### config.mk
export PLATFORM = sky130hd
export DESIGN_NAME = phy_link_cfg_seq
export DESIGN_NICKNAME = d
export VERILOG_FILES = /design/src/rtl/phy_link_cfg_pkg.sv /design/src/rtl/plc_bus_agent.sv /design/src/rtl/plc_poll_timer.sv /design/src/rtl/plc_fsm.sv /design/src/rtl/phy_link_cfg_seq.sv
export SDC_FILE = /design/constraint.sdc
export NUM_CORES = 1
export LEC_CHECK = 0
export ABC_AREA = 0
export BUFFER_PORTS_ARGS = -buffer_cell sky130_fd_sc_hd__buf_2
export CORE_ASPECT_RATIO = 0.9
export CORE_MARGIN = 4
export CORE_UTILIZATION = 55
export CTS_BUF_LIST = sky130_fd_sc_hd__clkbuf_4
export DETAILED_ROUTE_END_ITERATION = 10
export GPL_TIMING_DRIVEN = 0
export PLACE_DENSITY = 0.81
export SYNTH_ARGS = -nofsm -noshare
export SYNTH_HDL_FRONTEND = slang
export SYNTH_SLANG_ARGS = --single-unit
### constraint.sdc
create_clock -name clk -period 3.3 [get_ports clk]
set_clock_uncertainty 0.05 [all_clocks]
set_input_delay 0.825 -clock clk [delete_from_list [all_inputs] [get_ports clk]]
set_output_delay 0.825 -clock clk [all_outputs]
set_load 0.01 [all_outputs]
### src/rtl/phy_link_cfg_pkg.sv
package phy_link_cfg_pkg;

  localparam int BUS_AW = 16;
  localparam int BUS_DW = 32;

  // register map of the bridge seen through the bus
  localparam logic [BUS_AW-1:0] ADR_IDENT  = 16'h0064;
  localparam logic [BUS_AW-1:0] ADR_HWSTAT = 16'h0074;
  localparam logic [BUS_AW-1:0] ADR_MCTL   = 16'h0510;
  localparam logic [BUS_AW-1:0] ADR_MPHY   = 16'h0512;
  localparam logic [BUS_AW-1:0] ADR_MIDX   = 16'h0513;
  localparam logic [BUS_AW-1:0] ADR_MDATA  = 16'h0514;
  localparam logic [BUS_AW-1:0] ADR_OWNER  = 16'h0517;

  localparam logic [BUS_DW-1:0] IDENT_WORD = 32'h8765_4321;
  localparam int HW_READY_BIT = 27;

  localparam int MCTL_BUSY = 15;
  localparam int MCTL_CERR = 14;
  localparam int MCTL_RERR = 13;
  localparam logic [15:0] MCMD_READ  = 16'h0100;
  localparam logic [15:0] MCMD_WRITE = 16'h0200;

  // PHY basic control register fields
  localparam int PCR_DUPLEX = 8;
  localparam int PCR_AUTONEG = 12;
  localparam int PCR_SPEED = 13;
  localparam logic [4:0] PCR_INDEX = 5'd0;

  typedef enum logic [3:0] {
    ST_IDLE, ST_RD_IDENT, ST_RD_HW, ST_TAKE, ST_SET_PHY, ST_SET_IDX,
    ST_SET_DATA, ST_CMD, ST_POLL, ST_RD_DATA, ST_RELEASE, ST_FINISH
  } seq_state_t;

  function automatic logic ident_good(input logic [BUS_DW-1:0] w);
    return w == IDENT_WORD;
  endfunction

  function automatic logic hw_ready(input logic [BUS_DW-1:0] w);
    return w[HW_READY_BIT];
  endfunction

  function automatic logic mctl_fault(input logic [BUS_DW-1:0] w);
    return w[MCTL_CERR] | w[MCTL_RERR];
  endfunction

  function automatic logic mctl_busy(input logic [BUS_DW-1:0] w);
    return w[MCTL_BUSY];
  endfunction

  function automatic logic pcr_in_mode(input logic [15:0] v);
    return v[PCR_DUPLEX] & v[PCR_SPEED] & ~v[PCR_AUTONEG];
  endfunction

  function automatic logic [15:0] pcr_forced(input logic [15:0] v);
    logic [15:0] r;
    r = v;
    r[PCR_AUTONEG] = 1'b0;
    r[PCR_DUPLEX]  = 1'b1;
    r[PCR_SPEED]   = 1'b1;
    return r;
  endfunction

endpackage

### src/rtl/plc_bus_agent.sv
module plc_bus_agent
  import phy_link_cfg_pkg::*;
(
  input  logic              clk,
  input  logic              rst_n,
  input  logic              launch,
  input  logic              op_we,
  input  logic [BUS_AW-1:0] op_addr,
  input  logic [BUS_DW-1:0] op_wdata,
  output logic              bus_req,
  output logic              bus_we,
  output logic [BUS_AW-1:0] bus_addr,
  output logic [BUS_DW-1:0] bus_wdata,
  input  logic              bus_ack,
  input  logic [BUS_DW-1:0] bus_rdata,
  output logic              txn_done,
  output logic [BUS_DW-1:0] txn_rdata
);

  always_ff @(posedge clk or negedge rst_n) begin
    if (!rst_n) begin
      bus_req   <= 1'b0;
      bus_we    <= 1'b0;
      bus_addr  <= '0;
      bus_wdata <= '0;
      txn_done  <= 1'b0;
      txn_rdata <= '0;
    end else begin
      txn_done <= 1'b0;
      if (bus_req && bus_ack) begin
        bus_req   <= 1'b0;
        txn_done  <= 1'b1;
        txn_rdata <= bus_rdata;
      end else if (launch && !bus_req) begin
        bus_req   <= 1'b1;
        bus_we    <= op_we;
        bus_addr  <= op_addr;
        bus_wdata <= op_wdata;
      end
    end
  end

endmodule

### src/rtl/plc_poll_timer.sv
module plc_poll_timer #(
  parameter int TIMEOUT_CYC = 62500,
  localparam int TW = $clog2(TIMEOUT_CYC + 1)
) (
  input  logic clk,
  input  logic rst_n,
  input  logic clear,
  input  logic en,
  output logic expired
);

  logic [TW-1:0] cnt;

  always_ff @(posedge clk or negedge rst_n) begin
    if (!rst_n) begin
      cnt <= '0;
    end else if (clear) begin
      cnt <= '0;
    end else if (en && !expired) begin
      cnt <= cnt + 1'b1;
    end
  end

  assign expired = (cnt >= TW'(TIMEOUT_CYC));

endmodule

### src/rtl/plc_fsm.sv
module plc_fsm
  import phy_link_cfg_pkg::*;
#(
  parameter int PHY_ADDR = 1,
  parameter int NUM_TRIES = 10,
  localparam int NW = $clog2(NUM_TRIES + 1)
) (
  input  logic              clk,
  input  logic              rst_n,
  input  logic              start,
  input  logic              txn_done,
  input  logic [BUS_DW-1:0] txn_rdata,
  input  logic              tmr_expired,
  output logic              launch,
  output logic              op_we,
  output logic [BUS_AW-1:0] op_addr,
  output logic [BUS_DW-1:0] op_wdata,
  output logic              tmr_clear,
  output logic              tmr_en,
  output logic              own_held,
  output logic              poll_fault,
  output logic              poll_timeout,
  output logic [NW-1:0]     tries,
  output seq_state_t        state,
  output logic              cfg_done,
  output logic              cfg_err,
  output logic              cfg_changed
);

  logic        inflight;
  logic        op_bus;
  logic        wb_pass;
  logic        err_q;
  logic        chg_q;
  logic [15:0] new_val;
  logic        attempt_fail;
  logic        poll_clear;

  always_comb begin
    op_bus   = 1'b1;
    op_we    = 1'b1;
    op_addr  = ADR_OWNER;
    op_wdata = '0;
    unique case (state)
      ST_RD_IDENT: begin op_we = 1'b0; op_addr = ADR_IDENT; end
      ST_RD_HW:    begin op_we = 1'b0; op_addr = ADR_HWSTAT; end
      ST_TAKE:     begin op_addr = ADR_OWNER; op_wdata = 32'h1; end
      ST_SET_PHY:  begin op_addr = ADR_MPHY; op_wdata = BUS_DW'(PHY_ADDR); end
      ST_SET_IDX:  begin op_addr = ADR_MIDX; op_wdata = BUS_DW'(PCR_INDEX); end
      ST_SET_DATA: begin op_addr = ADR_MDATA; op_wdata = BUS_DW'(new_val); end
      ST_CMD: begin
        op_addr  = ADR_MCTL;
        op_wdata = BUS_DW'(wb_pass ? MCMD_WRITE : MCMD_READ);
      end
      ST_POLL:     begin op_we = 1'b0; op_addr = ADR_MCTL; end
      ST_RD_DATA:  begin op_we = 1'b0; op_addr = ADR_MDATA; end
      ST_RELEASE:  begin op_addr = ADR_OWNER; op_wdata = '0; end
      default:     op_bus = 1'b0;
    endcase
  end

  assign launch = op_bus && !inflight;

  // events named for the checker
  assign attempt_fail = txn_done &&
                        ((state == ST_RD_IDENT && !ident_good(txn_rdata)) ||
                         (state == ST_RD_HW && !hw_ready(txn_rdata)));
  assign poll_fault   = txn_done && (state == ST_POLL) && mctl_fault(txn_rdata);
  assign poll_clear   = txn_done && (state == ST_POLL) && !mctl_fault(txn_rdata)
                        && !mctl_busy(txn_rdata);
  assign poll_timeout = txn_done && (state == ST_POLL) && !mctl_fault(txn_rdata)
                        && mctl_busy(txn_rdata) && tmr_expired;
  assign tmr_clear    = txn_done && (state == ST_CMD);
  assign tmr_en       = (state == ST_POLL);

  always_ff @(posedge clk or negedge rst_n) begin
    if (!rst_n) begin
      state       <= ST_IDLE;
      inflight    <= 1'b0;
      wb_pass     <= 1'b0;
      err_q       <= 1'b0;
      chg_q       <= 1'b0;
      new_val     <= '0;
      tries       <= '0;
      own_held    <= 1'b0;
      cfg_done    <= 1'b0;
      cfg_err     <= 1'b0;
      cfg_changed <= 1'b0;
    end else begin
      cfg_done    <= 1'b0;
      cfg_err     <= 1'b0;
      cfg_changed <= 1'b0;
      if (launch) inflight <= 1'b1;
      if (txn_done) inflight <= 1'b0;

      if (attempt_fail) begin
        if (tries == NW'(NUM_TRIES - 1)) begin
          err_q <= 1'b1;
          state <= ST_FINISH;
        end else begin
          tries <= tries + 1'b1;
          state <= ST_RD_IDENT;
        end
      end else begin
        unique case (state)
          ST_IDLE: if (start) begin
            tries   <= '0;
            err_q   <= 1'b0;
            chg_q   <= 1'b0;
            wb_pass <= 1'b0;
            state   <= ST_RD_IDENT;
          end
          ST_RD_IDENT: if (txn_done) state <= ST_RD_HW;
          ST_RD_HW:    if (txn_done) state <= ST_TAKE;
          ST_TAKE: if (txn_done) begin
            own_held <= 1'b1;
            state    <= ST_SET_PHY;
          end
          ST_SET_PHY: if (txn_done) state <= ST_SET_IDX;
          ST_SET_IDX: if (txn_done) state <= wb_pass ? ST_SET_DATA : ST_CMD;
          ST_SET_DATA: if (txn_done) state <= ST_CMD;
          ST_CMD: if (txn_done) state <= ST_POLL;
          ST_POLL: begin
            if (poll_fault || poll_timeout) begin
              err_q <= 1'b1;
              state <= ST_RELEASE;
            end else if (poll_clear) begin
              if (wb_pass) begin
                chg_q <= 1'b1;
                state <= ST_RELEASE;
              end else begin
                state <= ST_RD_DATA;
              end
            end
          end
          ST_RD_DATA: if (txn_done) begin
            if (pcr_in_mode(txn_rdata[15:0])) begin
              state <= ST_RELEASE;
            end else begin
              new_val <= pcr_forced(txn_rdata[15:0]);
              wb_pass <= 1'b1;
              state   <= ST_SET_PHY;
            end
          end
          ST_RELEASE: if (txn_done) begin
            own_held <= 1'b0;
            state    <= ST_FINISH;
          end
          ST_FINISH: begin
            cfg_done    <= 1'b1;
            cfg_err     <= err_q;
            cfg_changed <= chg_q && !err_q;
            state       <= ST_IDLE;
          end
          default: state <= ST_IDLE;
        endcase
      end
    end
  end

endmodule

### src/rtl/phy_link_cfg_seq.sv
module phy_link_cfg_seq
  import phy_link_cfg_pkg::*;
#(
  parameter int PHY_ADDR = 1,
  parameter int TIMEOUT_CYC = 62500,
  parameter int NUM_TRIES = 10,
  localparam int NW = $clog2(NUM_TRIES + 1)
) (
  input  logic        clk,
  input  logic        rst_n,
  input  logic        start,
  output logic        cfg_done,
  output logic        cfg_err,
  output logic        cfg_changed,
  output logic        bus_req,
  output logic        bus_we,
  output logic [15:0] bus_addr,
  output logic [31:0] bus_wdata,
  input  logic [31:0] bus_rdata,
  input  logic        bus_ack
);

  logic              launch;
  logic              op_we;
  logic [BUS_AW-1:0] op_addr;
  logic [BUS_DW-1:0] op_wdata;
  logic              txn_done;
  logic [BUS_DW-1:0] txn_rdata;
  logic              tmr_clear;
  logic              tmr_en;
  logic              tmr_expired;
  logic              own_held;
  logic              poll_fault;
  logic              poll_timeout;
  logic [NW-1:0]     tries;
  seq_state_t        state;

  plc_bus_agent u_agent (
    .clk(clk), .rst_n(rst_n), .launch(launch), .op_we(op_we),
    .op_addr(op_addr), .op_wdata(op_wdata), .bus_req(bus_req),
    .bus_we(bus_we), .bus_addr(bus_addr), .bus_wdata(bus_wdata),
    .bus_ack(bus_ack), .bus_rdata(bus_rdata), .txn_done(txn_done),
    .txn_rdata(txn_rdata)
  );

  plc_poll_timer #(.TIMEOUT_CYC(TIMEOUT_CYC)) u_timer (
    .clk(clk), .rst_n(rst_n), .clear(tmr_clear), .en(tmr_en),
    .expired(tmr_expired)
  );

  plc_fsm #(.PHY_ADDR(PHY_ADDR), .NUM_TRIES(NUM_TRIES)) u_fsm (
    .clk(clk), .rst_n(rst_n), .start(start), .txn_done(txn_done),
    .txn_rdata(txn_rdata), .tmr_expired(tmr_expired), .launch(launch),
    .op_we(op_we), .op_addr(op_addr), .op_wdata(op_wdata),
    .tmr_clear(tmr_clear), .tmr_en(tmr_en), .own_held(own_held),
    .poll_fault(poll_fault), .poll_timeout(poll_timeout), .tries(tries),
    .state(state), .cfg_done(cfg_done), .cfg_err(cfg_err),
    .cfg_changed(cfg_changed)
  );

endmodule

* After elaboration in Yosys (flattened, before gate mapping) *
Index checks and enable logic that the tools add are counted.

storage, ports and cells
  bits in registers = 129
  word-level logic and storage cells = 158

cells by class
  order comparisons = 1
  reduce and logical (&&, ||, !) cells = 46
  $add $sub $neg = 2
  eq/ne operators = 33
  multiplexer cells = 52
  bitwise logic cells = 7

operators with widths
  operator                                                          number
  32-bit case mux with 3 select lines                               1
  4-bit 2-to-1 mux                                                  19
  11-bit case mux with 6 select lines                               1
  4-bit case mux with 11 select lines                               1
  32-bit == test (second input constant)                            1
  16-bit 2-to-1 mux                                                 2
  3-bit by 2-bit != test with 1-bit output (second input constant)  10
  1-bit 2-to-1 mux                                                  23
  4-bit == test (second input constant)                             5
  16-bit by 1-bit adder with 16-bit output (second input constant)  1
  4-bit by 3-bit == test with 1-bit output (second input constant)  4
  16-bit greater-or-equal comparator (second input constant)        1
  1-bit logical AND                                                 15
  2-bit nonzero test                                                7
  2-bit != test (second input constant)                             6
  11-bit AND reduction                                              1
  10-bit 2-to-1 mux                                                 1
  10-bit OR reduction                                               1
  4-bit by 2-bit == test with 1-bit output (second input constant)  2
  1-bit logical NOT                                                 8
  4-bit AND reduction                                               2
  1-bit case mux with 2 select lines                                3
  6-bit AND reduction                                               1
  2-bit OR reduction                                                3
  other kinds (16)                                                  22

* Depth between registers and ports, before layout *
Gate-level depths: netlist of the first run.

  word-level depth = 9
  mapped depth = 8

* Cells and area by module *
A second synthesis of the first run with hierarchy kept.

second synthesis, totals
  cell total of the unflattened synthesis = 504
  area total of the unflattened synthesis = 6282.3 um2

by module, submodules not included
  module          times used  cells each  area an instance (um2)  sequential area each (um2)
  plc_bus_agent   1           178         3345.7                  2077.0
  plc_fsm         1           228         2029.4                  750.7
  plc_poll_timer  1           98          907.1                   400.4

* Worst setup path after synthesis of the first run *
No wires, ideal clock.

  path kind = register to register
  from = register u_timer.cnt[6]
  to = register u_timer.cnt[6]
  data required time = 3.120 ns
  setup slack = 1.366 ns
  library setup time = 0.130 ns
  arrival time = 1.755 ns
  clock period less this slack = 1.934 ns
  cell stages (with the launch flop) = 7
  cell sequence = dfrtp_1 o31ai_2 a21oi_2 o311a_1 or4_1 xor2_1 nor2_2

on the way
  longest elaborated chain between the ends = 4
  elaborated cells on any way between the ends = 7

ends and longest elaborated chain
  element                             RTL line              RTL
  from (decl)                         plc_poll_timer.sv:12  logic [TW-1:0] cnt;
  from (signal assigned)              plc_poll_timer.sv:20  cnt <= cnt + 1'b1;
  16-bit greater-or-equal comparator  plc_poll_timer.sv:24  assign expired = (cnt >= TW'(TIMEOUT_CYC));
  1-bit logical NOT                   plc_poll_timer.sv:19  end else if (en && !expired) begin
  1-bit logical AND                   plc_poll_timer.sv:19
  2-bit nonzero test (no line)        --

Parallel ways exist; a longest one is shown, timed or not. The select of a mux whose other input is x is not followed.
A chain may end at the register's enable or synchronous reset.

* Final worst setup path of the first run *
  from = register u_fsm.state[1]
  to = register u_agent.bus_req

on the way
  longest elaborated chain between the ends = 6
  elaborated cells on any way between the ends = 15

ends and longest elaborated chain
  element                                      RTL line             RTL
  from (decl)                                  plc_fsm.sv:24        output seq_state_t state,
  from (signal assigned)                       plc_fsm.sv:120       ST_SET_IDX: if (txn_done) state <= wb_pass ? ST_SET_DATA : ST_CMD;
  4-bit == test, or another cell as far along  plc_fsm.sv:44        unique case (state)
  10-bit OR reduction (no line) (*)            --
  1-bit 2-to-1 mux (*)                         plc_fsm.sv:44
  1-bit logical AND (*)                        plc_fsm.sv:62        assign launch = op_bus && !inflight;
  1-bit logical AND (*)                        plc_bus_agent.sv:34  end else if (launch && !bus_req) begin
  2-bit nonzero test (no line) (*)             --
  to (signal assigned)                         plc_bus_agent.sv:22  bus_req <= 1'b0;
  to (signal assigned)                         plc_bus_agent.sv:31  bus_req <= 1'b0;
  to (signal assigned)                         plc_bus_agent.sv:35  bus_req <= 1'b1;
  to (decl)                                    plc_bus_agent.sv:10  output logic bus_req,

Every way passes the cells marked *; elsewhere a longest branch is shown, timed or not.

==> results of run 1 <==
[state kept, by name, summed over array words and instances, names as in the netlist]
signal             flops
u_agent.txn_rdata     32
u_agent.bus_we         1
u_timer.cnt           16
u_fsm.tries            4
u_fsm.wb_pass          1
u_fsm.chg_q            1
u_fsm.new_val         14
u_agent.bus_wdata     15
u_fsm.cfg_changed      1
u_fsm.state            4
u_fsm.cfg_err          1
u_agent.bus_addr       6
u_agent.txn_done       1
u_agent.bus_req        1
u_fsm.cfg_done         1
u_fsm.inflight         1
u_fsm.err_q            1
[per-layer routing]
metal,global-route usage (%),routed length [um],part of all wire (%)
met5,0,0,0
met3,5.14,736,7.4
met4,5.70,134,1.3
met2,30.2,4570,46
met1,28.9,4550,46
[cell families (layout without fill, tap and decap cells)]
logic type,Yosys count,in the layout,share of synthesized area [%]
buf+inv,64,144,7.38
mux,46,46,10.7
xor+xnor,11,11,1.99
other cells,1,25,0.0776
fa+ha+maj,4,4,1.04
simple gates,148,148,16.3
compound gates,75,75,10.2
flops,101,101,52.3
[layout make-up]
cell class / instances / area share, %
sequential: 101 / 45.6
multi-input combinational: 309 / 36.7
timing repair buffer: 64 / 6.23
buffer: 49 / 5.41
tap: 119 / 2.68
clock buffer: 9 / 1.22
clock inverter: 7 / 1.15
inverter: 15 / 1.02
[worst max-delay path: cells and delay by family (launching register included)]
| family | cells | cell delay [ns] |
|---|---|---|
| flops | 1 | 0.39 |
| simple gates | 3 | 1.03 |
| compound gates | 1 | 0.17 |
| buf+inv | 2 | 0.57 |
[worst paths after layout]
path                                startpoint  slack, ns                    to
max reg2reg                     u_fsm.state[1]       0.98       u_agent.bus_req
min                                      rst_n       0.23  u_agent.txn_rdata[7]
min in group clk           u_agent.bus_addr[2]       0.45   u_agent.bus_addr[2]
max                             u_fsm.state[1]       0.98       u_agent.bus_req
min reg2reg                u_agent.bus_addr[2]       0.45   u_agent.bus_addr[2]
max in group asynchronous                rst_n       2.31        u_fsm.state[3]
[cell usage in the layout (no fill, tap or decap), types with 5 or more instances in the layout]
| cell type | n |
|---|---|
| nor2_1 | 27 |
| mux2_2 | 44 |
| dfrtp_1 | 101 |
| clkbuf_1 | 12 |
| clkbuf_4 | 9 |
| conb_1 | 25 |
| nor4_1 | 5 |
| nand2_1 | 51 |
| o31ai_1 | 6 |
| o21ai_0 | 31 |
| buf_4 | 29 |
| a21oi_1 | 11 |
| inv_1 | 15 |
| nand2b_1 | 5 |
| buf_2 | 64 |
| buf_1 | 5 |
| nand4_1 | 8 |
| nor3_1 | 6 |
| xor2_1 | 8 |
| nand3_1 | 10 |
[power breakdown]
part | switching (mW) | internal (mW) | leakage [nW]
clock | 0.459 | 0.172 | 0.0670
sequential | 0.277 | 1.63 | 1.31
combinational | 0.744 | 0.632 | 1.27
total | 1.48 | 2.43 | 2.65
[per-stage QoR]
step	area, um^2	util, %	cells	setup slack [ns]	total power [mW]
floorplan	4920	-	474	1.37	2.87
global placement	5390	62.9	656	0.368	3.22
detailed placement	5420	63.2	657	0.978	3.30
CTS	5550	64.7	673	0.952	3.92
global route	5550	64.7	673	0.707	4.18
finish	5550	64.7	673	0.978	3.91
==> qor.txt, run 1 <==
Clk Latency, worst-skew pair = 0.46 ns
Number of max-cap violations = 0
Area leader, netlist = dfrtp_1
Port Buffers = 63
Reg2reg path depth = 6
ANT nets after route = 0
Top cells by count, synth = 101 x dfrtp_1, 51 x nand2_1, 44 x mux2_2, 31 x o21ai_0, 28 x buf_4
Drt first pass iters = 4
CP endpoint kind = flop
H-tree levels = 3
Resize count post-CTS = 0
Final wirelength = 9.99 mm
Power per Cell Area = 705 mW/mm^2
CTS root buf = clkbuf_4
Slowest stage delay, CP = 0.68 ns
Cells after Synth = 450
Synthesis warning total = 0
Highest ir drop seen on vdd = 453 uV
Max Fclk = 0.431 GHz
Fin crit period = 2.32 ns
DR iter-0 viols = 185
Fill count = 735
RePlAce Congestion = 0.920
Final antenna diode count = 0
Layout area overhead = 14.8%
Routed via count = 3574
Yosys top cell area share = 52.3%
Avg WL per Cell = 14.8 um
Asr flop ratio synth = 100%
Post-CTS Repair Setup Buffers = 0
Nets@finish = 589
First-pass GRT wire length = 16.8 mm
Detail Placement HPWL = 7.45 mm
CP cell instances = buf_2 -> nor4_1 -> nor2_1 -> nand2_1 -> clkbuf_1 -> o21ai_0
Post-synthesis register bit count = 101
Sink Count = 101
Die Y = 96.9 um
Clock transition at path regs = 0.18 ns
Fin Setup TNS = 0 ns
Core area = 0.00857 mm^2
CP Data Required Time = 3.59 ns
Initial Utilization = 56.4%
Finish-stage setup viols = 0
Status = completed
Area taken by multi-input logic gates = 0.00204 mm^2
Worst hold path type = in -> async
Syn Area/Cell = 10.7 um^2
Max-slew violation count = 0
Largest net degree at the start of global routing = 71
Library cells used by synthesis = 61
Synth top area cells = dfrtp_1 52%, mux2_2 10%, buf_4 4.4%
Gr ovfl total = 0
Row count = 32
Remaining DRCs = 0
Synth Flop Type = dfrtp_1
WS Path Type = reg -> reg
Top-count cell post-synth = dfrtp_1
Leakage power = 2.65 nW
Die width = 107 um
Crit-path max FO = 10
Via/cell ratio = 5.31
Share of layout cells above drive strength 1 = 30.0%
Final-report hold violation count = 0
Slew @ Worst Pin = 0.754 ns
FF+latch area = 0.00253 mm^2
Vias in the first global route = 3414
CP Launch Type = flop
Post-synth EDFFs = 0
TritonCTS clock tree = yes
Cts bufs inserted = 9
WP data arrival = 2.61 ns
Register area share after synthesis = 52.3%
Relative slew slack = 49.2%
Final period util = 70.4%
RSZ-0062 raised after global routing = no
Max Buffers Root-to-Sink = 2
Area of the die = 0.0103 mm^2
Hold_buf cts = 0
Hold WS = 0.226 ns
Initial antenna violation count = 0
Cell Area, Synth = 0.00483 mm^2
Critical Path Slowest Stage Cell = nor4_1
# IOs = 89
Total GRT Usage = 20.0%
(Power assumes the default switching activity.)
==> run 2: changes to the inputs <==
--- a/config.mk
+++ b/config.mk
@@ -5,7 +5,7 @@
 export SDC_FILE = /design/constraint.sdc
 export NUM_CORES = 1
 export LEC_CHECK = 0
-export ABC_AREA = 0
+export ABC_AREA = 1
 export BUFFER_PORTS_ARGS = -buffer_cell sky130_fd_sc_hd__buf_2
 export CORE_ASPECT_RATIO = 0.9
 export CORE_MARGIN = 4
==> constraint.sdc (replaced) <==
create_clock -name clk -period 2.3 [get_ports clk]
set_clock_uncertainty 0.05 [all_clocks]
set_input_delay 0.575 -clock clk [delete_from_list [all_inputs] [get_ports clk]]
set_output_delay 0.575 -clock clk [all_outputs]
set_load 0.01 [all_outputs]
==> run 2 against run 1 <==
  * Sequential cell count unchanged
  * Core utilization increased by 1.2 points
  * Sequential power increased by 35%
  * Clock power increased by 72%
  * Cell area increased by 3.3%
  * Total power increased by 43%
  * Global-route usage increased by 0.52 points
  * Critical path depth increased by 3
==> qor.txt, run 2 <==
Status = completed (unchanged)
Clock transition at path regs = 0.17 ns (was 0.18 ns)
Leakage power = 3.04 nW (was 2.65 nW)
Port Buffers = 63 (unchanged)
Detail Placement HPWL = 7.95 mm (was 7.45 mm)
Placed inst area = 0.00554 mm^2 (was 0.00542 mm^2)
Cell Area, Synth = 0.00495 mm^2 (was 0.00483 mm^2)
Fill count = 760 (was 735)
Fin crit period = 2.09 ns (was 2.32 ns)
First-pass GRT wire length = 17.6 mm (was 16.8 mm)
Largest net degree at the start of global routing = 73 (was 71)
Drt first pass iters = 5 (was 4)
Most frequent cells in the layout = 195 x nand2_1, 101 x dfrtp_1, 76 x inv_1 (was 101 x dfrtp_1, 64 x buf_2, 51 x nand2_1)
Initial Utilization = 57.0% (was 56.4%)
Post-CTS Repair Setup Buffers = 0 (unchanged)
CP endpoint kind = flop (unchanged)
Final-report hold violation count = 0 (unchanged)
Largest register FFs = 32 (unchanged)
Post-synthesis register bit count = 101 (unchanged)
Final wirelength = 10.4 mm (was 9.99 mm)
Min setup slack post-route = 0.207 ns (was 0.978 ns)
Area leader, netlist = dfrtp_1 (unchanged)
RSZ-0062 raised after global routing = no (unchanged)
Place WS = 0.243 ns (was 0.978 ns)
Layout area overhead = 15.7% (was 14.8%)
TritonCTS clock tree = yes (unchanged)
Gr ovfl total = 0 (unchanged)
Clk Latency, worst-skew pair = 0.46 ns (about the same)
Nets@finish = 764 (was 589)
Fin util = 65.9% (was 64.7%)
# IOs = 89 (unchanged)
Initial antenna violation count = 0 (unchanged)
Via/cell ratio = 4.93 (was 5.31)
Top-count cell post-synth = nand2_1 (was dfrtp_1)
H-tree levels = 3 (unchanged)
RePlAce Congestion = 0.900 (was 0.920)
Hold_buf cts = 1 (was 0)
Die width = 108 um (was 107 um)
Area of the die = 0.0106 mm^2 (was 0.0103 mm^2)
Power Total = 5.60 mW (was 3.91 mW)
Top cells by count, synth = 195 x nand2_1, 101 x dfrtp_1, 76 x inv_1, 48 x nor2_1, 44 x o21ai_0 (was 101 x dfrtp_1, 51 x nand2_1, 44 x mux2_2, 31 x o21ai_0, 28 x buf_4)
Total GRT Usage = 20.5% (was 20.0%)
Hold Path Depth = 3
Synthesis warning total = 0 (unchanged)
Sink Count = 101 (unchanged)
Resize count post-CTS = 0 (unchanged)
Max Fclk = 0.478 GHz (was 0.431 GHz)
Row count = 32 (unchanged)
Placed Cells = 831 (was 657)
Synth top area cells = dfrtp_1 51%, nand2_1 15%, inv_1 5.8% (was dfrtp_1 52%, mux2_2 10%, buf_4 4.4%)
ANT nets after route = 0 (unchanged)
Power per Cell Area = 978 mW/mm^2 (was 705 mW/mm^2)
Number of max-cap violations = 0 (unchanged)
Largest regs = u_agent.txn_rdata: 32 flops, u_timer.cnt: 16 flops, u_agent.bus_wdata: 15 flops (unchanged)
Share of layout cells above drive strength 1 = 17.7% (was 30.0%)
Register area share after synthesis = 51.0% (was 52.3%)
Library cells used by synthesis = 36 (was 61)
Hold WS = 0.245 ns (was 0.226 ns)
Finish-stage setup viols = 0 (unchanged)
CTS root buf = clkbuf_4 (unchanged)
Crit-path max FO = 10 (unchanged)
Highest ir drop seen on vdd = 519 uV (was 453 uV)
Post-synth EDFFs = 0 (unchanged)
Final Instance Count excl. Fillers = 848 (was 673)
Slew @ Worst Pin = 0.549 ns (was 0.754 ns)
CP Data Required Time = 2.60 ns (was 3.59 ns)
Yosys top cell area share = 51.0% (was 52.3%)
Routed via count = 4177 (was 3574)
Avg WL per Cell = 12.2 um (was 14.8 um)
Synth Flop Type = dfrtp_1 (unchanged)
Cts bufs inserted = 9 (unchanged)
CP Launch Type = flop (unchanged)
Worst hold path type = in -> reg (was in -> async)
Vias in the first global route = 3872 (was 3414)
WS Path Type = reg -> reg (unchanged)
Max-slew violation count = 0 (unchanged)
Asr flop ratio synth = 100% (unchanged)
Core area = 0.00869 mm^2 (was 0.00857 mm^2)
Reg2reg path depth = 9 (was 6)
Die Y = 98.0 um (was 96.9 um)
Remaining DRCs = 0 (unchanged)
Final Instance Area = 0.00573 mm^2 (was 0.00555 mm^2)
Syn Area/Cell = 7.94 um^2 (was 10.7 um^2)
Largest register by flop count = u_agent.txn_rdata (unchanged)
Final period util = 91.0% (was 70.4%)
Most common library cell in the layout ignoring fill and taps = nand2_1 (was dfrtp_1)
Max Buffers Root-to-Sink = 2 (unchanged)
Relative slew slack = 63.4% (was 49.2%)
Final antenna diode count = 0 (unchanged)
Fin Setup TNS = 0 ns (unchanged)
DR iter-0 viols = 286 (was 185)
Cells after Synth = 624 (was 450)
WP data arrival = 2.40 ns (was 2.61 ns)
run 2: layout make-up:
cell class / instances / area, um^2 / area share, %
Clock buffer: 9 / 67.6 / 1.18
Timing Repair Buffer: 65 / 355 / 6.20
Tap cell: 119 / 149 / 2.60
Multi-Input combinational cell: 420 / 1920 / 33.6
Buffer: 41 / 267 / 4.65
Sequential cell: 101 / 2530 / 44.1
Inverter: 86 / 325 / 5.68
Clock inverter: 7 / 114 / 1.99
run 2: routing by layer:
metal  vias to the layer above  global-route usage, %  part of all wire (%)
met5                         -                      0                     0
met4                         0                   6.12                   1.2
met3                        12                   4.10                   7.8
met2                       150                   31.7                    45
met1                      1911                   29.5                    46
li1                       2104                      -                     -
run 2: where the power goes:
| part | leakage, nW | switching [mW] | internal, mW |
|---|---|---|---|
| registers | 1.32 | 0.295 | 2.27 |
| logic | 1.63 | 1.26 | 0.684 |
| clock network | 0.0962 | 0.622 | 0.469 |
| total | 3.04 | 2.18 | 3.42 |
run 2: logic make-up (layout without fill, tap and decap cells):
group / after synthesis / in the layout / synth area share (%)
compound gates: 97 / 97 / 11.1
xor+xnor: 3 / 3 / 0.531
fa+ha+maj: 4 / 4 / 1.01
buf+inv: 127 / 208 / 11.9
flops: 101 / 101 / 51.0
other cells: 1 / 25 / 0.0757
simple gates: 291 / 291 / 24.3
run 2: path summary, 6_finish.rpt:
path,from,endpoint,slack (ns)
worst max-delay path,u_fsm.state[2],u_agent.bus_wdata[14],0.21
worst min-delay path,bus_rdata[24],u_agent.txn_rdata[24],0.24
worst max register to register,u_fsm.state[2],u_agent.bus_wdata[14],0.21
worst min register to register,u_agent.bus_we,u_agent.bus_we,0.44
max in group asynchronous,rst_n,u_agent.txn_rdata[16],1.03
min in group asynchronous,rst_n,u_timer.cnt[1],0.52
run 2: critical path, cell delays in order, from the launching register on:
cell     delay [ns]
dfrtp_1        0.47
nor2_1         0.35
inv_1          0.08
nor2_1         0.13
inv_1          0.09
nand4_1        0.09
buf_2          0.28
buf_2          0.31
nand2_1        0.09
o31ai_1        0.07
==> run 3: changes to the inputs <==
--- a/config.mk
+++ b/config.mk
@@ -7,13 +7,16 @@
 export LEC_CHECK = 0
 export ABC_AREA = 1
 export BUFFER_PORTS_ARGS = -buffer_cell sky130_fd_sc_hd__buf_2
+export CELL_PAD_IN_SITES_DETAIL_PLACEMENT = 0
+export CELL_PAD_IN_SITES_GLOBAL_PLACEMENT = 2
 export CORE_ASPECT_RATIO = 0.9
 export CORE_MARGIN = 4
-export CORE_UTILIZATION = 55
+export CORE_UTILIZATION = 35
 export CTS_BUF_LIST = sky130_fd_sc_hd__clkbuf_4
 export DETAILED_ROUTE_END_ITERATION = 10
 export GPL_TIMING_DRIVEN = 0
-export PLACE_DENSITY = 0.81
+export PLACE_DENSITY = 0.84
 export SYNTH_ARGS = -nofsm -noshare
 export SYNTH_HDL_FRONTEND = slang
+export SYNTH_HIERARCHICAL = 1
 export SYNTH_SLANG_ARGS = --single-unit
==> run 3 against run 2 <==
  * Sequential power up 36%
  * Sequential share of layout area down 3.0 points
  * Clock-buffer cell count up 9
==> qor.txt, run 3 <==
Final-report hold violation count = 0 (unchanged)
Relative slew slack = 59.0% (was 63.4%)
Die width = 153 um (was 108 um)
Sink Count = 128 (was 101)
Nets@finish = 1024 (was 764)
Most frequent cells in the layout = 295 x nand2_1, 126 x dfrtp_1, 116 x nand3_1 (was 195 x nand2_1, 101 x dfrtp_1, 76 x inv_1)
Port Buffers = 87 (was 63)
Leakage power = 4.25 nW (was 3.04 nW)
First-pass GRT wire length = 27.4 mm (was 17.6 mm)
Most common library cell in the layout ignoring fill and taps = nand2_1 (unchanged)
Gr busiest metal = met2 (unchanged)
Max Buffers Root-to-Sink = 2 (unchanged)
WP data arrival = 2.56 ns (was 2.40 ns)
Final wirelength = 16.2 mm (was 10.4 mm)
H-tree levels = 4 (was 3)
Syn Area/Cell = 7.79 um^2 (was 7.94 um^2)
Place WS = 0.0115 ns (was 0.243 ns)
Global-route track usage on met2 = 25.4% (was 31.7%)
Drt first pass iters = 7 (was 5)
Initial antenna violation count = 1 (was 0)
Routed via count = 5483 (was 4177)
Detail Placement HPWL = 11.7 mm (was 7.95 mm)
Largest net degree at the start of global routing = 68 (was 73)
Fin crit period = 2.14 ns (was 2.09 ns)
Largest regs = u_agent/bus_wdata: 32 flops, u_agent/txn_rdata: 32 flops (was u_agent.txn_rdata: 32 flops, u_timer.cnt: 16 flops, u_agent.bus_wdata: 15 flops)
Final period util = 92.8% (was 91.0%)
Synthesis warning total = 6 (was 0)
Number of max-cap violations = 0 (unchanged)
Reg2reg path depth = 10 (was 9)
Cts bufs inserted = 17 (was 9)
DR iter-0 viols = 240 (was 286)
CP Data Required Time = 2.72 ns (was 2.60 ns)
Hold WS = 0.194 ns (was 0.245 ns)
Avg WL per Cell = 13.0 um (was 12.2 um)
Worst hold path type = in -> reg (unchanged)
Min setup slack post-route = 0.165 ns (was 0.207 ns)
# IOs = 89 (unchanged)
Placed inst area = 0.00748 mm^2 (was 0.00554 mm^2)
Max-slew violation count = 0 (unchanged)
Fin Setup TNS = 0 ns (unchanged)
CTS root buf = clkbuf_4 (unchanged)
CP Launch Type = flop (unchanged)
Core area = 0.0185 mm^2 (was 0.00869 mm^2)
Crit-path max FO = 10 (unchanged)
TritonCTS clock tree = yes (unchanged)
Fill count = 1974 (was 760)
Area of the die = 0.0212 mm^2 (was 0.0106 mm^2)
Finish-stage setup viols = 0 (unchanged)
Status = completed (unchanged)
Row count = 47 (was 32)
Final Instance Area = 0.00779 mm^2 (was 0.00573 mm^2)
Met3 Track Usage GR = 3.47% (was 4.10%)
Slew @ Worst Pin = 0.615 ns (was 0.549 ns)
Remaining DRCs = 0 (unchanged)
Initial Utilization = 35.8% (was 57.0%)
Cells after Synth = 849 (was 624)
Highest ir drop seen on vdd = 441 uV (was 519 uV)
WS Path Type = reg -> reg (unchanged)
CP endpoint kind = flop (unchanged)
Via/cell ratio = 4.41 (was 4.93)
Clk Latency, worst-skew pair = 0.55 ns (was 0.46 ns)
Cell Area, Synth = 0.00662 mm^2 (was 0.00495 mm^2)
Power per Cell Area = 1140 mW/mm^2 (was 978 mW/mm^2)
Hold Path Depth = 3 (unchanged)
Vias in the first global route = 5357 (was 3872)
Die Y = 138 um (was 98.0 um)
Max Fclk = 0.468 GHz (was 0.478 GHz)
Gr ovfl total = 0 (unchanged)
Power Total = 8.86 mW (was 5.60 mW)
ANT nets after route = 0 (unchanged)
Fin util = 42.2% (was 65.9%)
Placed Cells = 1206 (was 831)
Clock transition at path regs = 0.13 ns (was 0.17 ns)
Share of layout cells above drive strength 1 = 23.2% (was 17.7%)
RePlAce Congestion = 0.810 (was 0.900)
Total GRT Usage = 15.9% (was 20.5%)
Met1 GRT Util = 21.8% (was 29.5%)
Final Instance Count excl. Fillers = 1244 (was 848)
Layout area overhead = 17.7% (was 15.7%)
run 3: power by group:
part           switching (mW)  internal, mW  total (mW)
registers               0.473          3.00        3.47
logic                    2.47          1.46        3.92
clock network           0.925         0.542        1.47
total                    3.86          5.00        8.86
run 3: final timing paths:
path	start	slack, ns	end
max	u_fsm/state[2]	0.16	u_agent/bus_wdata[13]
min reg2reg	u_agent/bus_wdata[18]	0.43	u_agent/bus_wdata[18]
min in group asynchronous	rst_n	0.53	u_timer/cnt[0]
max reg2reg	u_fsm/state[2]	0.16	u_agent/bus_wdata[13]
min	bus_rdata[28]	0.19	u_agent/txn_rdata[28]
max in group asynchronous	rst_n	0.92	u_agent/bus_addr[4]
run 3: worst max-delay path: stages, from the launching register on:
cell and delay (ns):
dfrtp_1 0.39, inv_1 0.08, nor2_1 0.25, nand3_2 0.18, nand2_1 0.14, nor2_1 0.09
a31oi_1 0.21, buf_2 0.22, buf_4 0.21, nand3_1 0.15, nand2_1 0.11
run 3: metal layers:
metal / wire length, um / share of wire (%) / vias up
li1: - / - / 2880
met1: 7970 / 49 / 2489
met2: 7370 / 46 / 98
met3: 618 / 3.8 / 16
met4: 227 / 1.4 / 0
met5: 0 / 0 / -
run 3: repair_timing:
item                       in CTS  in global routing
cloned                          0                  0
setup buffers                   0                  3
setup endpoints to repair       1                 49
resized for setup               2                  3
hold buffers                    1                  0
hold endpoints to repair       61                  0
run 3: cell type report:
type / instances / area [um^2] / area share [%]
sequential: 128 / 3210 / 41.2
multi-input combinational: 603 / 2770 / 35.6
timing repair buffer: 92 / 502 / 6.44
buffer: 63 / 445 / 5.72
tap: 245 / 307 / 3.94
inverter: 79 / 299 / 3.84
clock buffer: 18 / 135 / 1.73
clock inverter: 14 / 118 / 1.51
antenna: 2 / 5.00 / 0.0643
